==> src/rtl/tick_pkg.sv <==
package tick_pkg;
  typedef enum logic [1:0] {
    TM_OFF     = 2'd0,
    TM_RESTART = 2'd1,
    TM_STOP    = 2'd2,
    TM_FREE    = 2'd3
  } tick_mode_e;
endpackage

==> src/rtl/tick_cnt.sv <==
module tick_cnt #(
  parameter int CNT_W = 32
) (
  input  logic             clk,
  input  logic             rst_n,
  input  logic             load,
  input  logic [CNT_W-1:0] load_val,
  input  logic             clr,
  input  logic             inc,
  output logic [CNT_W-1:0] cnt_q
);
  always_ff @(posedge clk or negedge rst_n) begin
    if (!rst_n)     cnt_q <= '0;
    else if (load)  cnt_q <= load_val;
    else if (clr)   cnt_q <= '0;
    else if (inc)   cnt_q <= cnt_q + 1'b1;
  end
endmodule

==> src/rtl/tick_ctl_reg.sv <==
module tick_ctl_reg #(
  parameter int CNT_W = 32,
  parameter int PER_W = 28
) (
  input  logic             clk,
  input  logic             rst_n,
  input  logic             wr,
  input  logic [CNT_W-1:0] wdata,
  input  logic             set_pend,
  output logic [CNT_W-1:0] ctl_q
);
  localparam int PEND_BIT = PER_W;

  always_ff @(posedge clk or negedge rst_n) begin
    if (!rst_n)        ctl_q <= '0;
    else if (wr)       ctl_q <= wdata;
    else if (set_pend) ctl_q[PEND_BIT] <= 1'b1;
  end
endmodule

==> src/rtl/tick_timer.sv <==
module tick_timer #(
  parameter int CNT_W = 32,
  parameter int PER_W = 28
) (
  input  logic             clk,
  input  logic             rst_n,
  input  logic             reg_we,
  input  logic             reg_sel,
  input  logic [CNT_W-1:0] reg_wdata,
  output logic [CNT_W-1:0] reg_rdata,
  input  logic             tick_en,
  output logic             tick_irq
);
  import tick_pkg::*;

  localparam int MODE_HI  = CNT_W - 1;
  localparam int MODE_LO  = CNT_W - 2;
  localparam int PEND_BIT = PER_W;
  localparam int IE_BIT   = PER_W + 1;

  logic [CNT_W-1:0] cnt_q;
  logic [CNT_W-1:0] ctl_q;
  logic             halt_q;
  tick_mode_e       mode;
  tick_mode_e       wr_mode_val;
  logic             wr_cnt, wr_ctl, hit;
  logic             wrap_hit, stop_hit, inc, clr;

  assign mode        = tick_mode_e'(ctl_q[MODE_HI:MODE_LO]);
  assign wr_mode_val = tick_mode_e'(reg_wdata[MODE_HI:MODE_LO]);
  assign wr_cnt      = reg_we & ~reg_sel;
  assign wr_ctl      = reg_we & reg_sel;
  assign hit         = (cnt_q[PER_W-1:0] == ctl_q[PER_W-1:0]);

  // Any register write cancels the match action of its cycle.
  assign wrap_hit = !reg_we && (mode == TM_RESTART) && hit;
  assign stop_hit = !reg_we && (mode == TM_STOP) && hit && !halt_q;

  always_comb begin
    inc = 1'b0;
    if (!reg_we) begin
      unique case (mode)
        TM_FREE:    inc = 1'b1;
        TM_RESTART: inc = !hit;
        TM_STOP:    inc = !hit && !halt_q;
        default:    inc = 1'b0;
      endcase
    end
  end

  assign clr = wrap_hit || (wr_ctl && wr_mode_val == TM_RESTART);

  always_ff @(posedge clk or negedge rst_n) begin
    if (!rst_n)        halt_q <= 1'b0;
    else if (reg_we)   halt_q <= 1'b0;
    else if (stop_hit) halt_q <= 1'b1;
  end

  tick_cnt #(.CNT_W(CNT_W)) u_cnt (
    .clk(clk), .rst_n(rst_n),
    .load(wr_cnt), .load_val(reg_wdata),
    .clr(clr), .inc(inc), .cnt_q(cnt_q)
  );

  tick_ctl_reg #(.CNT_W(CNT_W), .PER_W(PER_W)) u_ctl (
    .clk(clk), .rst_n(rst_n),
    .wr(wr_ctl), .wdata(reg_wdata),
    .set_pend((wrap_hit || stop_hit) && ctl_q[IE_BIT]),
    .ctl_q(ctl_q)
  );

  assign reg_rdata = reg_sel ? ctl_q : cnt_q;
  assign tick_irq  = ctl_q[PEND_BIT] & ctl_q[IE_BIT] & tick_en;
endmodule

==> config.mk <==
export PLATFORM = sky130hd
export DESIGN_NAME = tick_timer
export DESIGN_NICKNAME = d
export VERILOG_FILES = /design/src/rtl/tick_pkg.sv /design/src/rtl/tick_cnt.sv /design/src/rtl/tick_ctl_reg.sv /design/src/rtl/tick_timer.sv
export SDC_FILE = /design/constraint.sdc
export NUM_CORES = 1
export LEC_CHECK = 0
export BUFFER_PORTS_ARGS = -buffer_cell sky130_fd_sc_hd__buf_4
export CELL_PAD_IN_SITES_DETAIL_PLACEMENT = 0
export CELL_PAD_IN_SITES_GLOBAL_PLACEMENT = 1
export CORE_MARGIN = 1
export CORE_UTILIZATION = 40
export DETAILED_ROUTE_END_ITERATION = 8
export PLACE_DENSITY_LB_ADDON = 0.08
export SYNTH_ARGS = -nofsm -noshare
export SYNTH_HDL_FRONTEND = slang
export SYNTH_HIERARCHICAL = 1
export SYNTH_SLANG_ARGS = --single-unit
==> constraint.sdc <==
create_clock -name clk -period 3.6 [get_ports clk]
set_input_delay 0.72 -clock clk [delete_from_list [all_inputs] [get_ports clk]]
set_output_delay 0.72 -clock clk [all_outputs]
set_load 0.03 [all_outputs]
==> results of run 1 <==
==> power breakdown <==
group / internal (uW) / switching [uW] / total (uW)
Clock: 341 / 307 / 649
Sequential: 835 / 157 / 992
Combinational: 334 / 384 / 717
==> how the worst max path moves through the flow <==
| stage | start | end | slack, ns | cells past startpoint |
|---|---|---|---|---|
| floorplan | reg_sel | reg_rdata[10] | 1.14 | 3 |
| global placement | u_cnt/cnt_q[5] | u_cnt/cnt_q[29] | 0.59 | 9 |
| detailed placement | u_cnt/cnt_q[4] | u_cnt/cnt_q[29] | 0.51 | 9 |
| CTS | u_cnt/cnt_q[5] | u_cnt/cnt_q[29] | 0.49 | 9 |
| global route | u_cnt/cnt_q[5] | u_cnt/cnt_q[29] | 0.11 | 9 |
| finish | u_cnt/cnt_q[5] | u_cnt/cnt_q[29] | 0.39 | 9 |
==> cell type report <==
| class | count | share of cell area [%] |
|---|---|---|
| multi-input combinational | 298 | 47.3 |
| sequential | 65 | 33.5 |
| timing repair buffer | 74 | 11.4 |
| tap | 133 | 3.42 |
| clock buffer | 10 | 2.83 |
| clock inverter | 6 | 1.36 |
| inverter | 3 | 0.232 |
==> per-stage QoR <==
stage | setup slack, ns | hold WS (ns) | power (uW) | cells | area, sq um
floorplan | 1.14 | 0.424 | 1450 | 384 | 4060
global placement | 0.590 | 0.518 | 1720 | 573 | 4660
detailed placement | 0.514 | 0.537 | 1720 | 573 | 4660
CTS | 0.491 | 0.526 | 2380 | 589 | 4860
global route | 0.109 | 0.544 | 2480 | 589 | 4860
finish | 0.393 | 0.485 | 2360 | 589 | 4860
==> metal layers <==
metal	track usage (%)	share of wire, %	vias up
met2	33.7	44	103
met5	0	0	-
met4	7.80	1.6	0
met1	33.2	49	1536
li1	-	-	1514
met3	3.66	5.3	12
==> registers in the layout, indices dropped and copies added (netlist names) <==
| name | count |
|---|---|
| u_ctl/ctl_q | 32 |
| halt_q | 1 |
| u_cnt/cnt_q | 32 |
==> worst reg2reg max path: cells and delay by family, from the launching register on <==
family,cells,cell delay (ns)
compound gates,2,0.44
xor+xnor,1,0.22
buf+inv,1,0.23
flops,1,0.51
simple gates,5,1.69
==> cells by family after synthesis <==
| family | Yosys count | synth area share (%) |
|---|---|---|
| compound gates | 53 | 7.77 |
| xor+xnor | 50 | 10.8 |
| fa+ha+maj | 1 | 0.308 |
| buf+inv | 21 | 3.36 |
| flops | 65 | 40.1 |
| mux | 64 | 20.3 |
| simple gates | 130 | 17.4 |
==> cells in the mapped netlist (2+ instances only) <==
| cell | instances |
|---|---|
| a21oi_1 | 12 |
| a22o_1 | 4 |
| a32o_1 | 2 |
| and2_1 | 3 |
| and3_1 | 4 |
| buf_12 | 3 |
| clkbuf_1 | 13 |
| dfrtp_1 | 65 |
| inv_1 | 3 |
| mux2_2 | 35 |
| mux2_4 | 28 |
| nand2_1 | 45 |
| nand2b_1 | 2 |
| nand3_1 | 12 |
| nand4_1 | 20 |
| nor2_1 | 13 |
| nor2b_1 | 3 |
| nor3_1 | 6 |
| nor4_1 | 7 |
| o21ai_0 | 21 |
| o21ai_1 | 4 |
| o31ai_1 | 4 |
| or2_2 | 2 |
| or3_1 | 2 |
| xnor2_1 | 9 |
| xor2_1 | 41 |
==> results_dict.tcl, run 1 <==
set metrics [dict create \
    chipWidth_um 103 \
    num-fill-cells 973 \
    drtAntennaViolNets 0 \
    power.density_nw_per_um2 485 \
    min_period_ns 3.21 \
    initial_core_util_pct 41.3 \
    gp_congestion 0.869 \
    fin_util_pct 49.5 \
    r2r_cells 9 \
    max_stage_delay_ns 0.57 \
    row_count 36 \
    worstSetupStartpointType "flop" \
    syn_avg_cell_area_sq_um 10.6 \
    drc 0 \
    fp.dieH_um 103 \
    io_pins 70 \
    antenna_found_initial 0 \
    async_flop_share_pct 100 \
    rsz0062_at_grt "false" \
    vias 3165 \
    path_clk_slew_ns 0.08 \
    coreArea_sq_um 9820 \
    drive_above_1_share_pct 36.0 \
    yosysTopAreaCell "dfrtp_1" \
    synth_area_leaders "dfrtp_1, mux2_4, mux2_2" \
    ys_ff_latch 65 \
    diodes 0 \
    cp_data_arrival_time_ns 3.43 \
    period_share_pct 89.1 \
    dr.pass1.iters 4 \
    clkSinkCount 65 \
    grt_first_pass_wirelength_um 17600 \
    max_cap_violations 0 \
    cp.required_ns 3.83 \
    track_usage_pct 22.6 \
    cts_resized 0 \
    maxSlewViolCount 0 \
    worst_pin_slew_ns 0.871 \
    r2r-start "u_cnt/cnt_q[5]" \
    leakage_uw 0.00213 \
    netlist_instances 384 \
    clockRootBuffer "clkbuf_8" \
    hold_viol_final 0 \
    layout_common_cells "buf_4, dfrtp_1, nand2_1" \
    fmax_mhz 312 \
    viasPerCell 5.37 \
    setup_tns_ns 0 \
    seq_area_sq_um 1630 \
    ir_drop_uv 227 \
    finalWirelength_um 11100 \
    r2r_slack_ns 0.39 \
    syn_nets 422 \
    r2r-end "u_cnt/cnt_q[29]" \
    grt_pass1_vias 3205 \
    insertion_delay_ns 0.35 \
    slew_headroom_pct 41.9 \
    dp_hpwl_um 7730 \
    yosysSeqAreaShare_pct 40.1 \
    port_buffers 69 \
    hold_buffers 0 \
    htreeDepth 3 \
    drt_iter0_drc 216 \
    overflow 0 \
    clock_path_buffers 2 \
    status "complete, no violations" \
    crit_top_cell "nor3_1" \
    setup_violations 0 \
    crit_chain "xor2_1 > nor4_1 > nand4_1 > nor3_1 > a211oi_1 > buf_4 > or3_1 > o22ai_1 > nor3_1" \
    cts_setup_buffers 0 \
    slowest_stage "nor4_1" \
    tritoncts "built" \
    synthesis.area_sq_um 4060 \
    endpoint_kind "flop" \
    area_delta_synth_final_pct 19.8 \
    synth_ff_type "dfrtp_1" \
    netlist.area_leader.share_pct 40.1 \
    finalNetCount 489 \
    critPathMaxFanout 8 \
    path_class "reg2reg" \
    cts_buffers 9 \
    finClkSkew_ns 0.0147 \
    synth_edf_count 0 \
    die_area_sq_um 10600 \
    worstPathBufferInverterCount 1 \
    grt_max_degree 66 \
    ys_types 47 \
    critical_path.top_delay_family "simple AND/OR/NAND/NOR gates" \
    ys_warn_count 6 \
    hold_path_class "in2async" \
    multi_input_area_sq_um 2300 \
    wl_per_cell_um 18.9 \
    final_common_cell "buf_4" \
]
No activity file was read; power rests on OpenSTA's default activity.
==> run 2: changes to the inputs <==
--- a/config.mk
+++ b/config.mk
@@ -11,7 +11,7 @@
 export CORE_MARGIN = 1
 export CORE_UTILIZATION = 40
 export DETAILED_ROUTE_END_ITERATION = 8
-export PLACE_DENSITY_LB_ADDON = 0.08
+export PLACE_DENSITY_LB_ADDON = 0.1
 export SYNTH_ARGS = -nofsm -noshare
 export SYNTH_HDL_FRONTEND = slang
 export SYNTH_HIERARCHICAL = 1
==> results_dict.tcl, run 2 (synthesis gave the netlist of run 1 again) <==
set metrics [dict create \
    status "complete, no violations" \
    cp.required_ns 3.84 \
    viasPerCell 5.41 \
    overflow 0 \
    row_count 36 \
    cp_data_arrival_time_ns 3.27 \
    grt_first_pass_wirelength_um 17700 \
    slew_headroom_pct 42.3 \
    hold_path_class "in2async" \
    clock_path_buffers 2 \
    finalWirelength_um 11300 \
    dr.pass1.iters 4 \
    power.internal_uw 1700 \
    power.density_nw_per_um2 521 \
    r2r_cells 9 \
    layout_common_cells "buf_4, dfrtp_1, nand2_1" \
    chipWidth_um 103 \
    place_ws_ns 0.625 \
    path_class "reg2reg" \
    die_area_sq_um 10600 \
    p_sw_uw 860 \
    wl_per_cell_um 19.3 \
    htreeDepth 3 \
    maxSlewViolCount 0 \
    power_frac_seq_pct 38.8 \
    grt_max_degree 66 \
    finClkSkew_ns 0.0132 \
    drive_above_1_share_pct 35.8 \
    drtAntennaViolNets 0 \
    path_clk_slew_ns 0.08 \
    cts_buffers 9 \
    drc 0 \
    insertion_delay_ns 0.36 \
    grt_pass1_vias 3134 \
    clockRootBuffer "clkbuf_8" \
    cts_setup_buffers 0 \
    fp.dieH_um 103 \
    io_pins 70 \
    p_comb_share_pct 27.8 \
    gp_congestion 0.823 \
    finalNetCount 488 \
    clkSinkCount 65 \
    critPathMaxFanout 8 \
    leakage_uw 0.00215 \
    reg.largest.list "u_cnt/cnt_q x32, u_ctl/ctl_q x32, halt_q x1" \
    vias 3179 \
    port_buffers 69 \
    hold_buffers 0 \
    fmax_mhz 331 \
    pwr-share-clk_pct 33.4 \
    setup_ws_ns 0.578 \
    cts_resized 0 \
    endpoint_kind "flop" \
    ir_drop_uv 208 \
    track_usage_pct 22.8 \
    max_cap_violations 0 \
    tritoncts "built" \
    worstSetupStartpointType "flop" \
    switching_share_pct 33.6 \
    design_area_sq_um 4920 \
    drt_iter0_drc 201 \
    rsz0062_at_grt "false" \
    antenna_found_initial 0 \
    period_share_pct 84.0 \
    worst_pin_slew_ns 0.865 \
    initial_core_util_pct 41.3 \
    setup_tns_ns 0 \
    setup_violations 0 \
    diodes 0 \
    num-fill-cells 950 \
    area_delta_synth_final_pct 21.2 \
    hold_viol_final 0 \
    min_period_ns 3.02 \
    final_common_cell "buf_4" \
    placed_cell_area_sq_um 4650 \
    dp_hpwl_um 7740 \
    coreArea_sq_um 9820 \
]
-- run 2: per-stage QoR --
stage	cells	power, uW	util [%]	hold WS, ns
floorplan	384	1450	-	0.424
global placement	572	1720	47.4	0.517
detailed placement	572	1720	47.4	0.531
CTS	588	2580	50.1	0.520
global route	588	2680	50.1	0.546
finish	588	2560	50.1	0.470
-- run 2: area by class of cell --
type / count / area [sq um] / share of cell area (%)
sequential: 65 / 1630 / 33.1
inverter: 3 / 11.3 / 0.229
timing repair buffer: 73 / 548 / 11.1
clock inverter: 7 / 143 / 2.90
multi-input combinational: 298 / 2300 / 46.7
clock buffer: 9 / 124 / 2.52
tap: 133 / 166 / 3.38
-- run 2: critical path, stage by stage (launching register included) --
cell      delay [ns]
dfrtp_1         0.50
xor2_1          0.22
nor4_1          0.40
nand4_1         0.18
nor3_1          0.37
a211oi_1        0.23
buf_4           0.23
or3_1           0.49
o22ai_1         0.22
nor3_1          0.06
-- run 2: path summary, 6_finish.rpt --
check / startpoint / endpoint / slack, ns
max: u_cnt/cnt_q[5] / u_cnt/cnt_q[29] / 0.58
min: rst_n / u_ctl/ctl_q[8] / 0.47
max reg2reg: u_cnt/cnt_q[5] / u_cnt/cnt_q[29] / 0.58
min reg2reg: halt_q / halt_q / 0.55
max in group asynchronous: rst_n / u_ctl/ctl_q[27] / 2.57
min in group clk: halt_q / halt_q / 0.55
-- run 2: per-layer routing --
metal | GRT usage [%] | vias up | share of wire, %
met4 | 8.02 | 0 | 1.1
met2 | 33.6 | 93 | 45
met1 | 33.7 | 1572 | 49
met3 | 3.53 | 9 | 4.9
met5 | 0 | - | 0
li1 | - | 1505 | -
-- run 2: power groups by stage --
stage	Combinational (uW)	Sequential [uW]	Clock, uW
global route	764	1020	900
finish	711	993	855
detailed placement	713	1010	0
CTS	718	992	867
global placement	716	1000	0
floorplan	487	963	0
==> run 3: changes to the inputs <==
==> constraint.sdc (replaced) <==
create_clock -name clk -period 2.5 [get_ports clk]
set_input_delay 0.5 -clock clk [delete_from_list [all_inputs] [get_ports clk]]
set_output_delay 0.5 -clock clk [all_outputs]
set_load 0.03 [all_outputs]
==> results_dict.tcl, run 3 (synthesis gave the netlist of run 1 again) <==
set metrics [dict create \
    seq_area_sq_um 1630 \
    diodes 0 \
    antenna_found_initial 0 \
    wl_per_cell_um 18.2 \
    hold_path_class "in2async" \
    area_delta_synth_final_pct 35.0 \
    final_common_cell "buf_4" \
    use_met1_pct 34.1 \
    worstSetupStartpointType "flop" \
    tritoncts "built" \
    overflow 0 \
    cp_data_arrival_time_ns 2.79 \
    power.density_nw_per_um2 680 \
    maxSlewViolCount 0 \
    dr.pass1.iters 4 \
    die_area_sq_um 10600 \
    rsz0062_at_grt "true" \
    cp.required_ns 2.75 \
    grt_use_met2_pct 34.9 \
    path_class "reg2reg" \
    grt_first_pass_wirelength_um 18300 \
    hold_buffers 0 \
    htreeDepth 3 \
    worst_pin_slew_ns 0.899 \
    r2r_slack_ns -0.04 \
    critPathMaxFanout 7 \
    period_share_pct 102 \
    drive_above_1_share_pct 46.6 \
    setup_ws_ns -0.0424 \
    finClkSkew_ns 0.00954 \
    status "finished with violations" \
    setup_violations 8 \
    insertion_delay_ns 0.35 \
    r2r_cells 8 \
    finalWirelength_um 11800 \
    chipWidth_um 103 \
    cts_buffers 9 \
    fp.dieH_um 103 \
    violations "negative setup slack" \
    viasPerCell 5.24 \
    reg.largest.list "u_cnt/cnt_q x32, u_ctl/ctl_q x32, halt_q x1" \
    path_clk_slew_ns 0.08 \
    track_usage_pct 23.4 \
    initial_core_util_pct 41.3 \
    drt_iter0_drc 134 \
    num-fill-cells 908 \
    grt_max_degree 66 \
    dp_hpwl_um 8230 \
    max_cap_violations 0 \
    setup_tns_ns -0.197 \
    clkSinkCount 65 \
    design_area_sq_um 5480 \
    clockRootBuffer "clkbuf_8" \
    ir_drop_uv 252 \
    r2r-end "u_cnt/cnt_q[16]" \
    grt_busiest_layer "met2" \
    vias 3382 \
    grt_use_met3_pct 3.59 \
    layout_common_cells "buf_4, dfrtp_1, nand2_1" \
    io_pins 70 \
    drtAntennaViolNets 0 \
    gp_congestion 0.847 \
    port_buffers 69 \
    endpoint_kind "flop" \
    coreArea_sq_um 9820 \
    fin_total_pwr_uw 3720 \
    hold_viol_final 0 \
    multi_input_area_sq_um 2410 \
    leakage_uw 0.00245 \
    fmax_mhz 393 \
    clock_path_buffers 2 \
    grt_pass1_vias 3295 \
    drc 0 \
    slew_headroom_pct 40.1 \
    min_period_ns 2.54 \
    r2r-start "u_ctl/ctl_q[19]" \
    row_count 36 \
    finalNetCount 546 \
    fin_util_pct 55.8 \
    placed_cell_area_sq_um 5080 \
]
## run 3: timing repair
item | in CTS | in global routing
setup endpoints to repair | 32 | 29
gates resized for setup | 6 | 33
endpoints found under the hold margin | 0 | 0
pin swaps | 3 | 23
buffers inserted | 0 | 7
## run 3: through the flow
stage	hold WS (ns)	cells	setup WS, ns
after floorplan	0.204	384	0.163
after global placement	0.527	623	-0.262
after detailed placement	0.534	623	-0.346
after CTS	0.291	639	0.00175
after global routing	0.326	646	-0.135
final	0.271	646	-0.0424
## run 3: area by class of cell
class	count	area share [%]
Multi-Input combinational cell	298	44.0
Tap cell	133	3.04
Inverter	3	0.206
Timing Repair Buffer	131	19.0
Clock buffer	9	2.26
Sequential cell	65	29.7
Clock inverter	7	1.74
## run 3: per-layer routing
layer  wire [um]  vias up
li1            -     1619
met2        5330      102
met4         180        0
met1        5590     1648
met3         653       13
met5           0        -
## run 3: critical path, cell delays in order, from the launching register on
cell      delay [ns]
dfrtp_1         0.42
xor2_2          0.21
nor4_4          0.34
nand4_1         0.21
nor3_2          0.29
a211oi_2        0.15
buf_4           0.18
or3_4           0.40
a32o_1          0.23
## run 3: power by group
| part | switching (uW) | total [uW] | internal [uW] |
|---|---|---|---|
| clock | 452 | 1010 | 561 |
| sequential | 137 | 1340 | 1200 |
| combinational | 708 | 1370 | 660 |
## run 3: worst max-delay path by stage
stage,slack (ns),depth (start not counted),from,endpoint
2_1_floorplan,0.16,10,u_cnt/cnt_q[7],u_cnt/cnt_q[29]
3_3_place_gp,-0.26,9,u_cnt/cnt_q[4],u_cnt/cnt_q[29]
3_5_place_dp,-0.35,8,u_cnt/cnt_q[4],u_cnt/cnt_q[16]
4_1_cts,0.002,11,u_ctl/ctl_q[19],u_cnt/cnt_q[26]
5_1_grt,-0.13,9,u_ctl/ctl_q[19],u_cnt/cnt_q[29]
6_report,-0.04,8,u_ctl/ctl_q[19],u_cnt/cnt_q[16]
